### src/rtl/flash_cmd_pkg.sv
// Shared types and field positions for the serial flash command engine.
// Assumes a 32-bit host register port and a single-lane flash interface.
package flash_cmd_pkg;

    // Register indices on the host port
    localparam int REG_IDX_W  = 3;
    localparam logic [REG_IDX_W-1:0] RI_CTRL  = 3'd0;
    localparam logic [REG_IDX_W-1:0] RI_ADDR  = 3'd1;
    localparam logic [REG_IDX_W-1:0] RI_WDATA = 3'd2;
    localparam logic [REG_IDX_W-1:0] RI_RD_LO = 3'd3;
    localparam logic [REG_IDX_W-1:0] RI_RD_HI = 3'd4;

    // Control-word bit positions (host software decodes these)
    localparam int BIT_GO      = 0;
    localparam int BIT_BUSY    = 1;
    localparam int BIT_WR_EN   = 15;
    localparam int BIT_ADDR_EN = 19;
    localparam int BIT_RD_EN   = 23;

    localparam int WORD_W    = 32;
    localparam int RX_BYTES  = 8;
    localparam int RX_W      = RX_BYTES * 8;
    localparam int TX_MAXB   = 4;

    // Decoded command fields
    typedef struct packed {
        logic [7:0] opcode;
        logic       rd_en;
        logic [2:0] rd_cnt;
        logic       addr_en;
        logic [1:0] addr_cnt;
        logic       wr_en;
        logic [2:0] wr_cnt;
    } cmd_cfg_t;

    // Frame phases in their fixed order
    typedef enum logic [1:0] {
        PH_OPC  = 2'd0,
        PH_ADDR = 2'd1,
        PH_WR   = 2'd2,
        PH_RD   = 2'd3
    } phase_t;

    // Pull the command fields out of a control word
    function automatic cmd_cfg_t decode_ctrl(input logic [WORD_W-1:0] w);
        cmd_cfg_t c;
        c.opcode   = w[31:24];
        c.rd_en    = w[BIT_RD_EN];
        c.rd_cnt   = w[22:20];
        c.addr_en  = w[BIT_ADDR_EN];
        c.addr_cnt = w[17:16];
        c.wr_en    = w[BIT_WR_EN];
        c.wr_cnt   = w[14:12];
        return c;
    endfunction

    // Rebuild the readable control word
    function automatic logic [WORD_W-1:0] encode_ctrl(input cmd_cfg_t c, input logic busy);
        return {c.opcode, c.rd_en, c.rd_cnt, c.addr_en, 1'b0, c.addr_cnt,
                c.wr_en, c.wr_cnt, 10'd0, busy, 1'b0};
    endfunction

endpackage

### src/rtl/flash_cmd_regs.sv
// Host-side register file: holds the control fields, address and write data.
// Produces a one-cycle start request when the go bit is written while idle.
// Assumes the sequencer latches everything it needs at start.
module flash_cmd_regs
    import flash_cmd_pkg::*;
(
    input  logic                 clk,
    input  logic                 rst_n,
    input  logic                 wr_en,
    input  logic [REG_IDX_W-1:0] idx,
    input  logic [WORD_W-1:0]    wdata,
    input  logic                 busy,
    output cmd_cfg_t             ctrl_q,
    output logic [WORD_W-1:0]    addr_q,
    output logic [WORD_W-1:0]    wdat_q,
    output logic                 start,
    output cmd_cfg_t             start_cfg
);

    logic ctrl_hit;

    // Decode a control write that is allowed to land
    always_comb begin
        ctrl_hit  = wr_en && (idx == RI_CTRL) && !busy;
        start     = ctrl_hit && wdata[BIT_GO];
        start_cfg = decode_ctrl(wdata);
    end

    // Store host-written registers; control writes are dropped while busy
    always_ff @(posedge clk) begin
        if (!rst_n) begin
            ctrl_q <= '0;
            addr_q <= '0;
            wdat_q <= '0;
        end else begin
            if (ctrl_hit)
                ctrl_q <= decode_ctrl(wdata);
            if (wr_en && idx == RI_ADDR)
                addr_q <= wdata;
            if (wr_en && idx == RI_WDATA)
                wdat_q <= wdata;
        end
    end

endmodule

### src/rtl/flash_cmd_clkdiv.sv
// Serial clock divider: emits a tick every HALF_DIV cycles while run is high.
// Each tick marks one serial clock half period. clr restarts the count.
module flash_cmd_clkdiv #(
    parameter int HALF_DIV = 2
) (
    input  logic clk,
    input  logic rst_n,
    input  logic clr,
    input  logic run,
    output logic tick
);

    localparam int CW = (HALF_DIV > 1) ? $clog2(HALF_DIV) : 1;

    generate
        if (HALF_DIV == 1) begin : g_full_rate
            // Every cycle is a half period
            always_comb tick = run;
        end else begin : g_divided
            logic [CW-1:0] cnt;
            localparam logic [CW-1:0] LAST = CW'(HALF_DIV - 1);

            // Half-period tick generation
            always_comb tick = run && (cnt == LAST);

            // Count system cycles within a half period
            always_ff @(posedge clk) begin
                if (!rst_n || clr)
                    cnt <= '0;
                else if (run)
                    cnt <= (cnt == LAST) ? '0 : cnt + 1'b1;
            end
        end
    endgenerate

endmodule

### src/rtl/flash_cmd_seq.sv
// Phase sequencer and shift registers for one flash command frame.
// Order: opcode, address, write bytes, read bytes; each byte MSB first.
// Data out changes on falling serial edges, data in is taken on rising edges.
// Assumes start only arrives while idle and tick comes from the divider.
module flash_cmd_seq
    import flash_cmd_pkg::*;
(
    input  logic              clk,
    input  logic              rst_n,
    input  logic              start,
    input  cmd_cfg_t          start_cfg,
    input  logic [WORD_W-1:0] cmd_addr,
    input  logic [WORD_W-1:0] cmd_wdata,
    input  logic              tick,
    input  logic              miso,
    output logic              busy,
    output logic              cs_n,
    output logic              sclk,
    output logic              mosi,
    output logic [RX_W-1:0]   rx_data,
    output cmd_cfg_t          cfg_q
);

    typedef enum logic [1:0] {
        S_IDLE    = 2'd0,
        S_SHIFT   = 2'd1,
        S_RELEASE = 2'd2,
        S_END     = 2'd3
    } state_t;

    state_t            state;
    phase_t            phase;
    logic [2:0]        bit_idx;
    logic [2:0]        byte_idx;
    logic [2:0]        byte_last;
    logic [7:0]        tx_sr;
    logic [7:0]        rx_sr;
    logic [WORD_W-1:0] addr_l;
    logic [WORD_W-1:0] wdat_l;
    logic              nxt_valid;
    phase_t            nxt_phase;

    // Last byte index of a phase
    function automatic logic [2:0] last_idx(input phase_t p, input cmd_cfg_t c);
        case (p)
            PH_ADDR: return {1'b0, c.addr_cnt};
            PH_WR:   return (c.wr_cnt > 3'd3) ? 3'd3 : c.wr_cnt;
            PH_RD:   return c.rd_cnt;
            default: return 3'd0;
        endcase
    endfunction

    // Byte to send for a phase and byte index
    function automatic logic [7:0] tx_byte(input phase_t p, input logic [2:0] i,
                                           input cmd_cfg_t c,
                                           input logic [WORD_W-1:0] a,
                                           input logic [WORD_W-1:0] w);
        logic [1:0] pos;
        pos = c.addr_cnt - i[1:0];
        case (p)
            PH_OPC:  return c.opcode;
            PH_ADDR: return a[{pos, 3'b000} +: 8];
            PH_WR:   return w[{i[1:0], 3'b000} +: 8];
            default: return 8'h00;
        endcase
    endfunction

    // Choose the phase that follows the current one
    always_comb begin
        nxt_valid = 1'b0;
        nxt_phase = PH_RD;
        case (phase)
            PH_OPC: begin
                if (cfg_q.addr_en)    begin nxt_valid = 1'b1; nxt_phase = PH_ADDR; end
                else if (cfg_q.wr_en) begin nxt_valid = 1'b1; nxt_phase = PH_WR;   end
                else if (cfg_q.rd_en) begin nxt_valid = 1'b1; nxt_phase = PH_RD;   end
            end
            PH_ADDR: begin
                if (cfg_q.wr_en)      begin nxt_valid = 1'b1; nxt_phase = PH_WR;   end
                else if (cfg_q.rd_en) begin nxt_valid = 1'b1; nxt_phase = PH_RD;   end
            end
            PH_WR: begin
                if (cfg_q.rd_en)      begin nxt_valid = 1'b1; nxt_phase = PH_RD;   end
            end
            default: ;
        endcase
    end

    // Status and serial data out
    always_comb begin
        busy = (state != S_IDLE);
        mosi = tx_sr[7];
    end

    // Frame sequencing, shifting and read-data capture
    always_ff @(posedge clk) begin
        if (!rst_n) begin
            state     <= S_IDLE;
            phase     <= PH_OPC;
            bit_idx   <= 3'd7;
            byte_idx  <= 3'd0;
            byte_last <= 3'd0;
            tx_sr     <= 8'h00;
            rx_sr     <= 8'h00;
            rx_data   <= '0;
            cfg_q     <= '0;
            addr_l    <= '0;
            wdat_l    <= '0;
            cs_n      <= 1'b1;
            sclk      <= 1'b0;
        end else begin
            case (state)
                S_IDLE: begin
                    if (start) begin
                        cfg_q     <= start_cfg;
                        addr_l    <= cmd_addr;
                        wdat_l    <= cmd_wdata;
                        phase     <= PH_OPC;
                        bit_idx   <= 3'd7;
                        byte_idx  <= 3'd0;
                        byte_last <= 3'd0;
                        tx_sr     <= start_cfg.opcode;
                        rx_data   <= '0;
                        cs_n      <= 1'b0;
                        sclk      <= 1'b0;
                        state     <= S_SHIFT;
                    end
                end
                S_SHIFT: begin
                    if (tick) begin
                        if (!sclk) begin
                            sclk <= 1'b1;
                            if (phase == PH_RD)
                                rx_sr <= {rx_sr[6:0], miso};
                        end else begin
                            sclk <= 1'b0;
                            if (phase == PH_RD && bit_idx == 3'd0)
                                rx_data[{byte_idx, 3'b000} +: 8] <= rx_sr;
                            if (bit_idx != 3'd0) begin
                                bit_idx <= bit_idx - 3'd1;
                                tx_sr   <= {tx_sr[6:0], 1'b0};
                            end else if (byte_idx != byte_last) begin
                                byte_idx <= byte_idx + 3'd1;
                                bit_idx  <= 3'd7;
                                tx_sr    <= tx_byte(phase, byte_idx + 3'd1, cfg_q, addr_l, wdat_l);
                            end else if (nxt_valid) begin
                                phase     <= nxt_phase;
                                byte_idx  <= 3'd0;
                                bit_idx   <= 3'd7;
                                byte_last <= last_idx(nxt_phase, cfg_q);
                                tx_sr     <= tx_byte(nxt_phase, 3'd0, cfg_q, addr_l, wdat_l);
                            end else begin
                                tx_sr <= 8'h00;
                                state <= S_RELEASE;
                            end
                        end
                    end
                end
                S_RELEASE: begin
                    if (tick) begin
                        cs_n  <= 1'b1;
                        state <= S_END;
                    end
                end
                default: state <= S_IDLE;
            endcase
        end
    end

endmodule

### src/rtl/flash_cmd_engine.sv
// Top of the register-triggered serial flash command engine.
// Connects the host register file, clock divider and frame sequencer,
// and multiplexes the host read-back word.
module flash_cmd_engine
    import flash_cmd_pkg::*;
#(
    parameter int HALF_DIV = 2
) (
    input  logic        clk,
    input  logic        rst_n,
    input  logic        reg_wr_en,
    input  logic [2:0]  reg_addr,
    input  logic [31:0] reg_wdata,
    output logic [31:0] reg_rdata,
    output logic        flash_sclk,
    output logic        flash_cs_n,
    output logic        flash_mosi,
    input  logic        flash_miso
);

    cmd_cfg_t          ctrl_q;
    cmd_cfg_t          start_cfg;
    cmd_cfg_t          seq_cfg;
    logic [WORD_W-1:0] addr_q;
    logic [WORD_W-1:0] wdat_q;
    logic              start;
    logic              busy;
    logic              tick;
    logic [RX_W-1:0]   rx_data;

    flash_cmd_regs u_regs (
        .clk       (clk),
        .rst_n     (rst_n),
        .wr_en     (reg_wr_en),
        .idx       (reg_addr),
        .wdata     (reg_wdata),
        .busy      (busy),
        .ctrl_q    (ctrl_q),
        .addr_q    (addr_q),
        .wdat_q    (wdat_q),
        .start     (start),
        .start_cfg (start_cfg)
    );

    flash_cmd_clkdiv #(.HALF_DIV(HALF_DIV)) u_div (
        .clk   (clk),
        .rst_n (rst_n),
        .clr   (start),
        .run   (busy),
        .tick  (tick)
    );

    flash_cmd_seq u_seq (
        .clk       (clk),
        .rst_n     (rst_n),
        .start     (start),
        .start_cfg (start_cfg),
        .cmd_addr  (addr_q),
        .cmd_wdata (wdat_q),
        .tick      (tick),
        .miso      (flash_miso),
        .busy      (busy),
        .cs_n      (flash_cs_n),
        .sclk      (flash_sclk),
        .mosi      (flash_mosi),
        .rx_data   (rx_data),
        .cfg_q     (seq_cfg)
    );

    // Host read-back multiplexer
    always_comb begin
        case (reg_addr)
            RI_CTRL:  reg_rdata = encode_ctrl(ctrl_q, busy);
            RI_ADDR:  reg_rdata = addr_q;
            RI_WDATA: reg_rdata = wdat_q;
            RI_RD_LO: reg_rdata = rx_data[31:0];
            RI_RD_HI: reg_rdata = rx_data[63:32];
            default:  reg_rdata = '0;
        endcase
    end

endmodule

### config.mk
export PLATFORM = sky130hd
export DESIGN_NAME = flash_cmd_engine
export DESIGN_NICKNAME = d
export VERILOG_FILES = /design/src/rtl/flash_cmd_pkg.sv /design/src/rtl/flash_cmd_regs.sv /design/src/rtl/flash_cmd_clkdiv.sv /design/src/rtl/flash_cmd_seq.sv /design/src/rtl/flash_cmd_engine.sv
export SDC_FILE = /design/constraint.sdc
export NUM_CORES = 1
export LEC_CHECK = 0
export CORE_AREA = 5 5 154 156
export DETAILED_ROUTE_END_ITERATION = 10
export DIE_AREA = 0 0 159 161
export PLACE_DENSITY = 0.81
export RECOVER_POWER = 100
export SLEW_MARGIN = 40
export SYNTH_ARGS = -nofsm -noshare
export SYNTH_HDL_FRONTEND = slang
export SYNTH_SLANG_ARGS = --single-unit
### constraint.sdc
create_clock -name clk -period 4.6 [get_ports clk]
set_clock_uncertainty 0.2 [all_clocks]
set_input_delay 1.38 -clock clk [delete_from_list [all_inputs] [get_ports clk]]
set_output_delay 1.38 -clock clk [all_outputs]
set_load 0.01 [all_outputs]
==> run metrics <==
status complete, but fails checks; failing checks max-capacitance violations, max-slew violations; DRT Wirelength 41.2 mm; Final HPWL DP 29.5 mm; total track usage 0.305; input/output buffers 73; WHS 0.252 ns; top cell type's share of synthesized area 0.440; die area 0.0256 mm2; Clock Latency Late Sink 0.55 ns; Via density 6.30; post-synth cell types 57; clock buffer depth 3; pin count of the biggest net entering global routing 172; Die Span X 159 um; # fillers 1877; routed vias 11562; Max Cap Viol 3; Setup Buffers After CTS 0; Core Area 0.0222 mm2; most frequent cell after synthesis nand2_1; DRT Pass-1 Iters 5; Max-slew headroom -0.284; CP Launch Type input port; max frequency 220 MHz; crit-path max FO 20; total power draw 5.35 mW; routed len/inst 22.5 um; DRC Markers 0; smallest setup slack after layout 0.0468 ns; NumNets Final 1578; Worst EP required 3.02 ns; Post-Syn Instances 1492; DR iter-0 viols 1474; Synth area leaders dfxtp_1 44%, nand2_1 14%, a21oi_1 9.1%; Mean Syn Cell Area 8.00 um2; post-route ant nets 0; Leak 4.55 nW; synthesized flop and latch total 262; ys flop type dfxtp_1; CTS buffer count 27; H-Tree Level Count 1; sequential fraction of the synthesis area 0.440; Post-synth top cells 434 x nand2_1, 262 x dfxtp_1, 218 x a21oi_1; Area Growth Syn to Fin 16.6%; kind of end point of the critical path output port; EDFF count, synth 0; P per Cell Area 385 mW/mm2; RSZ-0062 raised after global routing yes; clock-pin slew on the worst setup and hold paths 0.06 ns; Worst Tran Pin Value 1.93 ns; CTS tree yes; vias in the first global route 10650; Top-Level Pins 74; first-pass GRT wire length 62.3 mm; CTS sink cnt 262; Hold WC Path Type reg2reg; yosys warns 0; post-route minimum period 4.55 ns; share of cells above drive strength 1 0.102; row count 55; total nets after synthesis 1541; Die Height 161 um; DP Area 0.0130 mm2; Yosys top cell by area dfxtp_1; GR Overflow Total 0; setup slack after placement -0.298 ns; crit path DAT 2.97 ns; Final Hold Viols 0; initial antenna violation count 0; routability cong. 0.973; antenna cell count 0; Synth Cell Area 0.0119 mm2; clk root buf clkbuf_16; FFs w/ async S/R, synth 0; Design Area, Final 0.0139 mm2; Initial Utilization 0.537; worst vdd ir 0.314 mV; critical path class in2out; Setup-failing EPs final 0; Fin Setup TNS 0 ns; Slew Viols, Final 226; period utilization 0.990
## cell families after synthesis
family,synth area share
xor gates and xnor gates,0.00482
muxes,0.0872
and+or+nand+nor,0.208
DFF,0.440
AOI/OAI and AO/OA,0.208
buffers and inverters,0.0414
adders and majority gates,0.0105
## cells in the final DEF (no fill, tap or decap), types with 5 or more instances in the layout
cell               n
mux4_2             9
a21oi_1          218
mux2_2            21
clkbuf_1           7
o22a_1             7
dfxtp_1          261
inv_1             16
clkinvlp_4         5
buf_12             6
clkbuf_16         27
mux2i_1           60
a31oi_1            8
o22ai_1           38
or3_1             11
clkdlybuf4s50_1   54
dlygate4sd3_1      5
clkinv_2           5
o2111ai_1          5
o31ai_1           11
o21ai_0           61
a41oi_1            5
ha_1              10
nand3_1           11
nand2b_1           6
dlymetal6s2s_1     8
nor2_1            33
nand2_1          434
nand4_1            9
a22oi_1           52
nor3_1            14
buf_4             29
or2_2             21
nand3b_1           7
## critical path, cell delays in order
cell and delay (ns):
buf_2 0.10, buf_12 0.16, nor2b_2 0.20, buf_4 0.19
a22oi_1 0.11, o22ai_2 0.22, clkdlybuf4s50_1 0.58
## worst paths after layout
kind	start	to	slack, ns	depth (start not counted)
max	reg_addr[0]	reg_rdata[7]	0.05	7
min	u_seq.rx_data[36]	u_seq.rx_data[36]	0.25	2
max reg2reg	u_seq.state[1]	u_seq.rx_sr[5]	0.88	6
min reg2reg	u_seq.rx_data[36]	u_seq.rx_data[36]	0.25	2
## power by group
part | internal [mW] | leakage [nW] | switching (mW)
sequential | 2.30 | 2.11 | 0.0370
combinational | 0.237 | 2.00 | 0.522
clock | 1.32 | 0.444 | 0.939
## routing by layer
layer | vias to the layer above | part of all wire | track usage
met5 | - | 0 | 0
met4 | 0 | 0.071 | 0.171
met3 | 159 | 0.10 | 0.0485
met2 | 745 | 0.44 | 0.471
met1 | 5387 | 0.39 | 0.408
li1 | 5271 | - | -
## layout make-up
type,count,area [um2],area share
Clock buffer,34,742,0.0534
Clock inverter,16,180,0.0130
Inverter,17,67.6,0.00486
Multi-Input combinational cell,1108,6220,0.447
Sequential cell,262,5250,0.377
Tap cell,285,357,0.0256
Timing Repair Buffer,113,1090,0.0786
## flip-flops by register name (all words and copies together), names as in the netlist
signal,count
u_seq.bit_idx,3
u_div.g_divided.cnt,1
u_seq.addr_l,32
u_seq.byte_idx,3
u_seq.wdat_l,32
u_seq.cs_n,1
u_seq.byte_last,3
u_seq.rx_data,64
u_seq.state,2
u_regs.wdat_q,32
u_regs.ctrl_q,19
u_seq.phase,2
u_seq.rx_sr,8
u_seq.tx_sr,8
u_seq.cfg_q,19
u_seq.sclk,1
u_regs.addr_q,32
## what timing repair did
action,4_1_cts,5_1_grt
endpoints found under the setup margin,32,26
hold buffers,0,0
resized for setup,4,16
cloned,0,0
## metrics by stage
stage                      util  cells
final                     0.626   1835
after global routing      0.626   1835
after CTS                 0.627   1835
after detailed placement  0.585   1785
after global placement    0.585   1785
after floorplan               -   1492
No activity file was read; power rests on OpenSTA's default activity.
